--- config.mk ---
export PLATFORM = sky130hd
export DESIGN_NAME = ubg_baud_gen
export DESIGN_NICKNAME = d
export VERILOG_FILES = /design/src/rtl/ubg_pkg.sv /design/src/rtl/ubg_prescaler.sv /design/src/rtl/ubg_divider.sv /design/src/rtl/ubg_oversampler.sv /design/src/rtl/ubg_sclk.sv /design/src/rtl/ubg_baud_gen.sv
export SDC_FILE = /design/constraint.sdc
export NUM_CORES = 1
export LEC_CHECK = 0
export BUFFER_PORTS_ARGS = -buffer_cell sky130_fd_sc_hd__clkbuf_2
export CAP_MARGIN = 20
export CORE_UTILIZATION = 53
export CTS_BUF_LIST = sky130_fd_sc_hd__clkbuf_8
export CTS_CLUSTER_SIZE = 12
export DETAILED_ROUTE_END_ITERATION = 10
export PLACE_DENSITY = 0.78
export SLEW_MARGIN = 25
export SYNTH_ARGS = -nofsm -noshare
export SYNTH_HDL_FRONTEND = slang
export SYNTH_HIERARCHICAL = 1
export SYNTH_SLANG_ARGS = --single-unit
--- constraint.sdc ---
create_clock -name clk -period 3.85 [get_ports clk]
set_input_delay 0.1925 -clock clk [delete_from_list [all_inputs] [get_ports clk]]
set_output_delay 0.1925 -clock clk [all_outputs]
set_load 0.02 [all_outputs]
--- src/rtl/ubg_pkg.sv ---
package ubg_pkg;
  localparam int unsigned OVS_MIN_LAST = 6;

  // whole part of the doubled prescaler factor (code + 2) / 2
  function automatic int unsigned psc_base(input int unsigned code);
    return (code + 2) / 2;
  endfunction

  // a half step exists when code + 2 is odd
  function automatic logic psc_half(input int unsigned code);
    return ((code + 2) % 2) == 1;
  endfunction

  // last oversample index (O - 1), small selects clamped
  function automatic int unsigned ovs_last(input int unsigned sel);
    return (sel < OVS_MIN_LAST) ? OVS_MIN_LAST : sel;
  endfunction

  // oversample index at which the sample strobe fires (floor(O/2) - 1)
  function automatic int unsigned ovs_mid(input int unsigned last);
    return ((last + 1) / 2) - 1;
  endfunction
endpackage

--- src/rtl/ubg_prescaler.sv ---
module ubg_prescaler #(
  parameter int PSC_W = 5
) (
  input  logic             clk,
  input  logic             rst_n,
  input  logic             active,
  input  logic             int_only,
  input  logic [PSC_W-1:0] code,
  output logic             tick
);
  import ubg_pkg::*;
  localparam int CNT_W = PSC_W + 1;

  logic [CNT_W-1:0] cnt;
  logic [CNT_W-1:0] base;
  logic [CNT_W-1:0] len;
  logic             half;
  logic             phase;

  always_comb begin
    base = CNT_W'(psc_base(int'(code)));
    half = psc_half(int'(code)) && !int_only;
    len  = base + CNT_W'(half && phase);
    tick = active && (cnt == len - 1'b1);
  end

  always_ff @(posedge clk or negedge rst_n) begin
    if (!rst_n) begin
      cnt   <= '0;
      phase <= 1'b0;
    end else if (!active) begin
      cnt   <= '0;
      phase <= 1'b0;
    end else if (tick) begin
      cnt   <= '0;
      phase <= phase ^ half;
    end else begin
      cnt <= cnt + 1'b1;
    end
  end


  psc_range_chk: assert property (@(posedge clk) disable iff (!rst_n)
    active |-> (cnt < len));


  psc_int_phase_chk: assert property (@(posedge clk) disable iff (!rst_n)
    (active && int_only && $past(active) && $past(int_only)) |-> !phase);
endmodule

--- src/rtl/ubg_divider.sv ---
module ubg_divider #(
  parameter int DIV_W = 12
) (
  input  logic             clk,
  input  logic             rst_n,
  input  logic             active,
  input  logic             psc_tick,
  input  logic [DIV_W-1:0] div_val,
  output logic             tick
);
  logic [DIV_W-1:0] cnt;

  assign tick = psc_tick && (cnt == div_val);

  always_ff @(posedge clk or negedge rst_n) begin
    if (!rst_n)              cnt <= '0;
    else if (!active)        cnt <= '0;
    else if (psc_tick)       cnt <= (cnt == div_val) ? '0 : cnt + 1'b1;
  end


  div_on_psc_chk: assert property (@(posedge clk) disable iff (!rst_n)
    tick |-> psc_tick);


  div_range_chk: assert property (@(posedge clk) disable iff (!rst_n)
    (active && $past(active) && $stable(div_val)) |-> (cnt <= div_val));
endmodule

--- src/rtl/ubg_oversampler.sv ---
module ubg_oversampler #(
  parameter int OVS_W = 4
) (
  input  logic             clk,
  input  logic             rst_n,
  input  logic             run,
  input  logic             div_tick,
  input  logic [OVS_W-1:0] ovs_sel,
  output logic             smp_stb,
  output logic             bit_stb
);
  import ubg_pkg::*;

  logic [OVS_W-1:0] cnt;
  logic [OVS_W-1:0] last;
  logic [OVS_W-1:0] mid;
  logic             adv;

  always_comb begin
    last    = OVS_W'(ovs_last(int'(ovs_sel)));
    mid     = OVS_W'(ovs_mid(int'(last)));
    adv     = run && div_tick;
    bit_stb = adv && (cnt == last);
    smp_stb = adv && (cnt == mid);
  end

  always_ff @(posedge clk or negedge rst_n) begin
    if (!rst_n)        cnt <= '0;
    else if (!run)     cnt <= '0;
    else if (adv)      cnt <= (cnt == last) ? '0 : cnt + 1'b1;
  end


  smp_bit_excl_chk: assert property (@(posedge clk) disable iff (!rst_n)
    !(smp_stb && bit_stb));


  ovs_strobe_src_chk: assert property (@(posedge clk) disable iff (!rst_n)
    (smp_stb || bit_stb) |-> (run && div_tick));
endmodule

--- src/rtl/ubg_sclk.sv ---
module ubg_sclk (
  input  logic clk,
  input  logic rst_n,
  input  logic int_run,
  input  logic ext_run,
  input  logic div_tick,
  input  logic pin_in,
  output logic sclk_q,
  output logic rise,
  output logic fall
);
  logic s1, s2, s2_d;
  logic int_rise, int_fall, ext_rise, ext_fall;

  always_ff @(posedge clk or negedge rst_n) begin
    if (!rst_n) begin
      s1   <= 1'b0;
      s2   <= 1'b0;
      s2_d <= 1'b0;
    end else begin
      s1   <= pin_in;
      s2   <= s1;
      s2_d <= s2;
    end
  end

  always_ff @(posedge clk or negedge rst_n) begin
    if (!rst_n)          sclk_q <= 1'b0;
    else if (!int_run)   sclk_q <= 1'b0;
    else if (div_tick)   sclk_q <= ~sclk_q;
  end

  always_comb begin
    int_rise = int_run && div_tick && !sclk_q;
    int_fall = int_run && div_tick && sclk_q;
    ext_rise = ext_run && s2 && !s2_d;
    ext_fall = ext_run && !s2 && s2_d;
    rise     = int_rise || ext_rise;
    fall     = int_fall || ext_fall;
  end


  sclk_toggle_chk: assert property (@(posedge clk) disable iff (!rst_n)
    (int_run && div_tick) |=> (!int_run || sclk_q != $past(sclk_q)));


  edge_excl_chk: assert property (@(posedge clk) disable iff (!rst_n)
    $onehot0({rise, fall}));
endmodule

--- src/rtl/ubg_baud_gen.sv ---
module ubg_baud_gen #(
  parameter int PSC_W   = 5,
  parameter int DIV_W   = 12,
  parameter int OVS_W   = 4,
  parameter bit SYNC_OK = 1'b1
) (
  input  logic             clk,
  input  logic             rst_n,
  input  logic             en,
  input  logic             cfg_wr,
  input  logic [PSC_W-1:0] psc_code,
  input  logic [DIV_W-1:0] div_val,
  input  logic [OVS_W-1:0] ovs_sel,
  input  logic             sync_mode,
  input  logic             ext_clk_sel,
  input  logic             sclk_in,
  output logic             sclk_out,
  output logic             sclk_oe,
  output logic             smp_stb,
  output logic             bit_stb,
  output logic             sclk_rise,
  output logic             sclk_fall
);
  logic active;
  logic sync_eff;
  logic int_run;
  logic ext_run;
  logic async_run;
  logic psc_tick;
  logic div_tick;

  assign active    = en && !cfg_wr;
  assign sync_eff  = SYNC_OK && sync_mode;
  assign int_run   = active && sync_eff && !ext_clk_sel;
  assign ext_run   = active && sync_eff && ext_clk_sel;
  assign async_run = active && !sync_eff;
  assign sclk_oe   = en && sync_eff && !ext_clk_sel;

  ubg_prescaler #(.PSC_W(PSC_W)) u_psc (
    .clk(clk), .rst_n(rst_n), .active(active), .int_only(sync_eff),
    .code(psc_code), .tick(psc_tick)
  );

  ubg_divider #(.DIV_W(DIV_W)) u_div (
    .clk(clk), .rst_n(rst_n), .active(active), .psc_tick(psc_tick),
    .div_val(div_val), .tick(div_tick)
  );

  ubg_oversampler #(.OVS_W(OVS_W)) u_ovs (
    .clk(clk), .rst_n(rst_n), .run(async_run), .div_tick(div_tick),
    .ovs_sel(ovs_sel), .smp_stb(smp_stb), .bit_stb(bit_stb)
  );

  ubg_sclk u_sclk (
    .clk(clk), .rst_n(rst_n), .int_run(int_run), .ext_run(ext_run),
    .div_tick(div_tick), .pin_in(sclk_in), .sclk_q(sclk_out),
    .rise(sclk_rise), .fall(sclk_fall)
  );


  idle_quiet_chk: assert property (@(posedge clk) disable iff (!rst_n)
    !active |-> !(smp_stb || bit_stb || sclk_rise || sclk_fall));


  sync_no_ovs_chk: assert property (@(posedge clk) disable iff (!rst_n)
    (sync_mode && SYNC_OK) |-> !(smp_stb || bit_stb));


  oe_source_chk: assert property (@(posedge clk) disable iff (!rst_n)
    sclk_oe |-> (sync_mode && !ext_clk_sel && en));


  out_low_idle_chk: assert property (@(posedge clk) disable iff (!rst_n)
    !en |=> (!en || !sclk_out) );
endmodule

==> flow_metrics.py, run 1 <==
metrics = {
    "floorplanning": {
        "dieWidth_um": 65.43,
        "core_area_um2": 3771,
        "die-area_um2": 4280,
        "die_h_um": 65.43,
        "fp-row-count": 22,
        "pin_count": 34,
        "start_util": 0.5654,
    },
    "worst_setup_path": {
        "path_cells": "ha_1 -> inv_1 -> ha_2 -> ha_4 -> xnor2_1 -> o22ai_2 -> xnor2_1 -> o31a_1 -> nor3_4 -> and2_4 -> inv_1 -> nor2_2 -> nand2_1 -> or4_4 -> nor3b_4 -> buf_4",
        "critPathKind": "flop to output port",
        "critPathMaxFanout": 3,
        "cp_slowest_cell": "or4_4",
        "crit_start": "u_psc/phase",
        "cp_num_buf_inv": 3,
        "worst_ep_arrival_time_ps": 3420,
        "crit_path_end": "smp_stb",
        "required_ps": 3660,
        "rrSetupSlack_ps": 850,
        "slowest_delay_ps": 460,
        "worstReg2RegStart": "u_psc/phase",
        "crit_family": "simple AND/OR/NAND/NOR gates",
        "worst-path-stages": 16,
        "cp-end-kind": "output port",
        "r2r-end": "u_div/cnt[10]",
        "cp-start-kind": "flop",
        "rr_worst_depth": 16,
    },
    "routing": {
        "wire_per_inst_um": 13.63,
        "drc_errors": 0,
        "finalWirelength_um": 4472,
        "drt_iter0_markers": 110,
        "dr.pass1.iters": 4,
        "vias": 1874,
        "vias_per_cell": 5.713,
        "ant_nets": 0,
    },
    "cells_and_area": {
        "final_nets": 318,
        "antennaDiodeCount": 0,
        "layout-drive-gt1-share": 0.2071,
        "fillCellCount": 312,
        "final_cell_area_um2": 2451,
        "syn_to_final_growth_pct": 14.96,
    },
    "place": {
        "io_buffers": 33,
        "gp_congestion": 0.8762,
        "place_area_um2": 2354,
        "dpl.hpwl_um": 3314,
    },
    "timing": {
        "skew_ps": 4.228,
        "setup_viol_count_final": 0,
        "slew_headroom": 0.5018,
        "slew_viol_final": 0,
        "fin_crit_sh": 0.9374,
        "fmax_ghz": 0.2771,
        "fin_crit_ps": 3609,
        "fin_tns_setup_ps": 0,
        "worst_pin_slew_ps": 745.7,
        "hold_violations": 0,
        "rsz0062_at_grt": "no",
    },
    "logic_synthesis": {
        "synth_cells": 245,
        "synth-async-reset-ratio": 1.000,
        "synth_nets": 282,
        "synth-edff-count": 0,
        "ys_ff_latch": 27,
        "seq_area_frac_synth": 0.3169,
        "yosysUniqueCellTypes": 53,
        "yosysWarnings": 6,
        "synth_area_per_cell_um2": 8.702,
        "synth_flop_cell": "dfrtp_1",
        "synth_area_um2": 2132,
    },
    "power": {
        "combPwrFrac": 0.201,
        "cellLeakagePower_uw": 0.001109,
        "swShare": 0.2675,
        "p_int_uw": 407.4,
        "p_sw_uw": 148.7,
        "p_clk_frac": 0.280,
        "worst_ir_drop_vdd_mv": 0.1692,
        "powerDensity_nw_per_um2": 226.9,
        "seqPwrFrac": 0.519,
    },
    "run_status": {
        "outcome": "finished, final reports clean",
    },
    "grt": {
        "grt_pass1_vias": 1774,
        "grt_max_degree": 28,
        "grt_overflow": 0,
        "grt_util_all_layers": 0.2395,
        "antenna_found_initial": 0,
        "grt_first_pass_wirelength_um": 8059,
    },
    "cts": {
        "clk_latency_ps": 260,
        "cts_buffers": 3,
        "cts_max_path_buffers": 2,
        "cts_sinks": 27,
        "clkTransAtPathRegs_ps": 90,
        "root_buffer": "clkbuf_8",
        "cts_max_level": 1,
        "cts_tree": "done",
    },
    "worst_hold_path": {
        "hold_path.startpoint": "sclk_in",
        "hp-class": "primary input to flop",
    },
    "job": {
        "drv_cap": 0,
    },
}
-- kinds of logic after synthesis --
logic type / share of synthesized area
buf+inv: 0.03227
flops: 0.3169
compound gates: 0.1356
xor+xnor: 0.1379
fa+ha+maj: 0.05282
mux: 0.004695
simple gates: 0.3198
-- through the flow --
stage	util	setup WS, ps	hold slack [ps]	total power (uW)	std cells
2_1_floorplan	-	2.605	-103.1	361.5	245
3_3_place_gp	0.6241	271.2	266.0	396.2	322
3_5_place_dp	0.6241	182.7	264.7	399.0	322
4_1_cts	0.6417	10.45	20.74	555.4	328
5_1_grt	0.6500	34.95	10.68	589.3	328
6_report	0.6500	241.0	24.37	556.1	328
-- what timing repair did --
| item | 4_1_cts | 5_1_grt |
|---|---|---|
| endpoints found under the hold margin | 27 | 0 |
| resized for setup | 1 | 8 |
| setup endpoints to repair | 1 | 1 |
| hold buffers | 1 | 0 |
| setup buffers | 1 | 0 |
| pin swaps | 1 | 4 |
-- cell type report --
type	instances	area [um2]	share of cell area
Clock buffer	3	41.29	0.01685
Inverter	9	33.78	0.01378
Clock inverter	1	3.754	0.001531
Multi-Input combinational cell	202	1429	0.5830
Sequential cell	27	675.6	0.2757
Timing Repair Buffer	38	207.7	0.08474
Tap cell	48	60.06	0.02450
-- how the worst min path moves through the flow --
stage / to / slack [ps] / depth (start not counted)
floorplan: u_div/cnt[0] / -100 / 0
finish: u_sclk/s1 / 20 / 1
detailed placement: u_div/cnt[4] / 260 / 1
CTS: u_sclk/s1 / 20 / 1
global route: u_sclk/s1 / 10 / 1
global placement: u_div/cnt[6] / 270 / 1
-- registers in the layout, summed over array words and instances, names as in the netlist --
register,cells
u_sclk/s2,1
u_psc/cnt,6
u_ovs/cnt,4
u_sclk/s2_d,1
u_psc/phase,1
u_sclk/s1,1
u_div/cnt,12
u_sclk/sclk_q,1
-- synthesized netlist by cell type, types with 2 or more instances --
cell type | instances | share of area
xnor2_1 | 13 | 0.053
nand4_1 | 2 | 0.0059
nor3_1 | 6 | 0.014
nand3_1 | 13 | 0.031
nor4b_1 | 3 | 0.012
nor4_1 | 3 | 0.0088
a21boi_0 | 2 | 0.0070
clkbuf_1 | 5 | 0.0088
ha_1 | 9 | 0.053
and3_1 | 10 | 0.029
nand3b_1 | 5 | 0.018
dfrtp_1 | 27 | 0.32
nor2_1 | 17 | 0.030
nor4_2 | 2 | 0.012
o22ai_1 | 3 | 0.0088
o21ai_1 | 12 | 0.028
nor3b_1 | 3 | 0.011
inv_1 | 9 | 0.016
nand2b_1 | 2 | 0.0059
o211ai_1 | 2 | 0.0070
nand3_2 | 2 | 0.0094
and2_1 | 5 | 0.015
a31oi_1 | 5 | 0.015
nor2b_1 | 7 | 0.021
xor2_1 | 18 | 0.074
o21ai_0 | 4 | 0.0094
nand2_1 | 26 | 0.046
a21oi_1 | 5 | 0.012
-- metal layers --
layer / track usage / part of all wire / vias up
met3: 0.04514 / 0.051 / 2
met2: 0.4124 / 0.48 / 56
met5: 0 / 0 / -
met4: 0.03261 / 0.0045 / 0
met1: 0.3179 / 0.46 / 871
li1: - / - / 945
-- layout by cell type (no fill, tap or decap), types with 6 or more instances in the layout --
cell type	n
nand2_1	26
ha_1	7
xnor2_1	13
nor2b_1	7
inv_1	10
nor2_1	16
clkbuf_2	32
nand3_1	13
nor3_1	6
and3_1	10
dfrtp_1	27
xor2_1	18
o21ai_1	12
-- power by group through the flow --
| stage | combinational, uW | sequential (uW) | clock [uW] |
|---|---|---|---|
| after floorplan | 67.5 | 294 | 0 |
| after global placement | 102 | 294 | 0 |
| after detailed placement | 104 | 294 | 0 |
| after CTS | 107 | 289 | 159 |
| after global routing | 124 | 290 | 176 |
| final | 112 | 289 | 156 |
(Power assumes the default switching activity.)
==> run 2: changes to the inputs <==
--- a/config.mk
+++ b/config.mk
@@ -12,6 +12,7 @@
 export CTS_CLUSTER_SIZE = 12
 export DETAILED_ROUTE_END_ITERATION = 10
 export PLACE_DENSITY = 0.78
+export RECOVER_POWER = 50
 export SLEW_MARGIN = 25
 export SYNTH_ARGS = -nofsm -noshare
 export SYNTH_HDL_FRONTEND = slang
==> run 2 against run 1 <==
Non-clock buffer count is the same. Register-to-register slack is essentially flat. Design area shrank 0.10%. Flip-flop and latch count is the same. Wire length grew 0.18%. Core utilization shrank 0.066 points. Clock skew is essentially flat. Critical path type unchanged.
==> flow_metrics.py, run 2 (synthesis results as in run 1) <==
metrics = {
    "cells_and_area": {
        "layout-drive-gt1-share": 0.2000,
        "syn_to_final_growth_pct": 14.85,
        "most-common-layout-cells": "30 x clkbuf_2, 27 x dfrtp_1, 26 x nand2_1",
        "final_common_cell": "clkbuf_2",
        "antennaDiodeCount": 0,
        "largest_reg_flops": 12,
        "top_register": "u_div/cnt",
        "final_cells": 328,
        "fillCellCount": 314,
        "top_regs": "u_div/cnt x12, u_psc/cnt x6, u_ovs/cnt x4",
        "final_nets": 318,
    },
    "timing": {
        "worst_pin_slew_ps": 1463,
        "fin_crit_sh": 0.9373,
        "rsz0062_at_grt": "no",
        "fin_crit_ps": 3609,
        "setup_viol_count_final": 0,
        "skew_ps": 4.482,
        "slew_headroom": 0.02444,
        "slew_viol_final": 0,
        "fin_tns_setup_ps": 0,
        "hold_violations": 0,
        "finalWorstSetupSlack_ps": 241.4,
        "fmax_ghz": 0.2771,
    },
    "cts": {
        "root_buffer": "clkbuf_8",
        "cts_max_path_buffers": 2,
        "clk_latency_ps": 260,
        "cts_tree": "done",
        "clkTransAtPathRegs_ps": 90,
        "cts_max_level": 1,
        "cts_sinks": 27,
        "cts_buffers": 3,
    },
    "routing": {
        "dr.pass1.iters": 4,
        "finalWirelength_um": 4480,
        "ant_nets": 0,
        "vias": 1885,
        "drt_iter0_markers": 110,
        "drc_errors": 0,
        "wire_per_inst_um": 13.66,
        "vias_per_cell": 5.747,
    },
    "place": {
        "io_buffers": 33,
        "dp.cells": 322,
        "dpl.hpwl_um": 3314,
        "dpl_worst_slack_ps": 182.7,
        "gp_congestion": 0.8762,
    },
    "worst_setup_path": {
        "worstReg2RegStart": "u_psc/phase",
        "required_ps": 3660,
        "crit_family": "simple AND/OR/NAND/NOR gates",
        "crit_start": "u_psc/phase",
        "critPathMaxFanout": 3,
        "r2r-end": "u_div/cnt[10]",
        "critPathKind": "flop to output port",
        "slowest_delay_ps": 460,
        "cp-end-kind": "output port",
        "cp_num_buf_inv": 3,
        "path_cells": "ha_1 -> inv_1 -> ha_2 -> ha_4 -> xnor2_1 -> o22ai_2 -> xnor2_1 -> o31a_1 -> nor3_4 -> and2_4 -> inv_1 -> nor2_2 -> nand2_1 -> or4_4 -> nor3b_4 -> buf_4",
        "rr_worst_depth": 16,
        "rrSetupSlack_ps": 850,
        "cp-start-kind": "flop",
        "worst_ep_arrival_time_ps": 3420,
        "cp_slowest_cell": "or4_4",
    },
    "grt": {
        "grt_overflow": 0,
        "grt_first_pass_wirelength_um": 8059,
        "grt_max_degree": 28,
        "grt_util_all_layers": 0.2395,
        "grt_pass1_vias": 1774,
        "antenna_found_initial": 0,
    },
    "worst_hold_path": {
        "hp-class": "primary input to flop",
        "hold_path.startpoint": "sclk_in",
        "min_to": "u_sclk/s1",
        "min_path_cells": 1,
    },
    "floorplanning": {
        "core_area_um2": 3771,
        "fp-row-count": 22,
        "dieWidth_um": 65.43,
        "start_util": 0.5654,
        "die-area_um2": 4280,
        "die_h_um": 65.43,
        "pin_count": 34,
    },
    "job": {
        "drv_cap": 0,
    },
    "power": {
        "cellLeakagePower_uw": 0.001103,
        "powerDensity_nw_per_um2": 227.1,
        "worst_ir_drop_vdd_mv": 0.1693,
    },
    "run_status": {
        "outcome": "finished, final reports clean",
    },
}
## run 2: cell counts in the layout (fill, tap and decap cells not counted)
Identical to the previous run, type by type.
## run 2: layout make-up
type                       instances  area, um2  area share
tap                               48      60.06     0.02453
multi-input combinational        202       1429      0.5835
timing repair buffer              38      205.2     0.08380
clock inverter                     1      3.754    0.001533
inverter                           9      33.78     0.01380
sequential                        27      675.6      0.2759
clock buffer                       3      41.29     0.01686
## run 2: repair_timing
item / CTS / global route
hold endpoints to repair: 27 / 0
hold buffers: 1 / 0
setup endpoints to repair: 1 / 1
gates resized for setup: 1 / 8
pin swaps: 1 / 4
setup buffers: 1 / 0
## run 2: worst max path at each step
stage	endpoint	slack (ps)	depth (start not counted)
finish	smp_stb	240	16
global route	smp_stb	30	16
CTS	smp_stb	10	16
detailed placement	smp_stb	180	17
global placement	smp_stb	270	17
floorplan	smp_stb	3	16
## run 2: per-stage QoR
step	power [uW]	hold WS [ps]	instance area (um2)	utilization
floorplan	361.5	-103.1	2142	-
global placement	396.2	266.0	2354	0.6241
detailed placement	399.0	264.7	2354	0.6241
CTS	555.4	20.74	2420	0.6417
global route	589.0	10.68	2449	0.6493
finish	556.0	24.32	2449	0.6493
## run 2: layer usage
metal	wire length, um	track usage
met5	0	0
met1	2034	0.3179
met2	2167	0.4124
met4	20	0.03261
met3	258	0.04514
## run 2: where the power goes
part	switching, uW	internal [uW]
sequential	2.50	286
clock	84.2	71.3
combinational	62.2	49.5
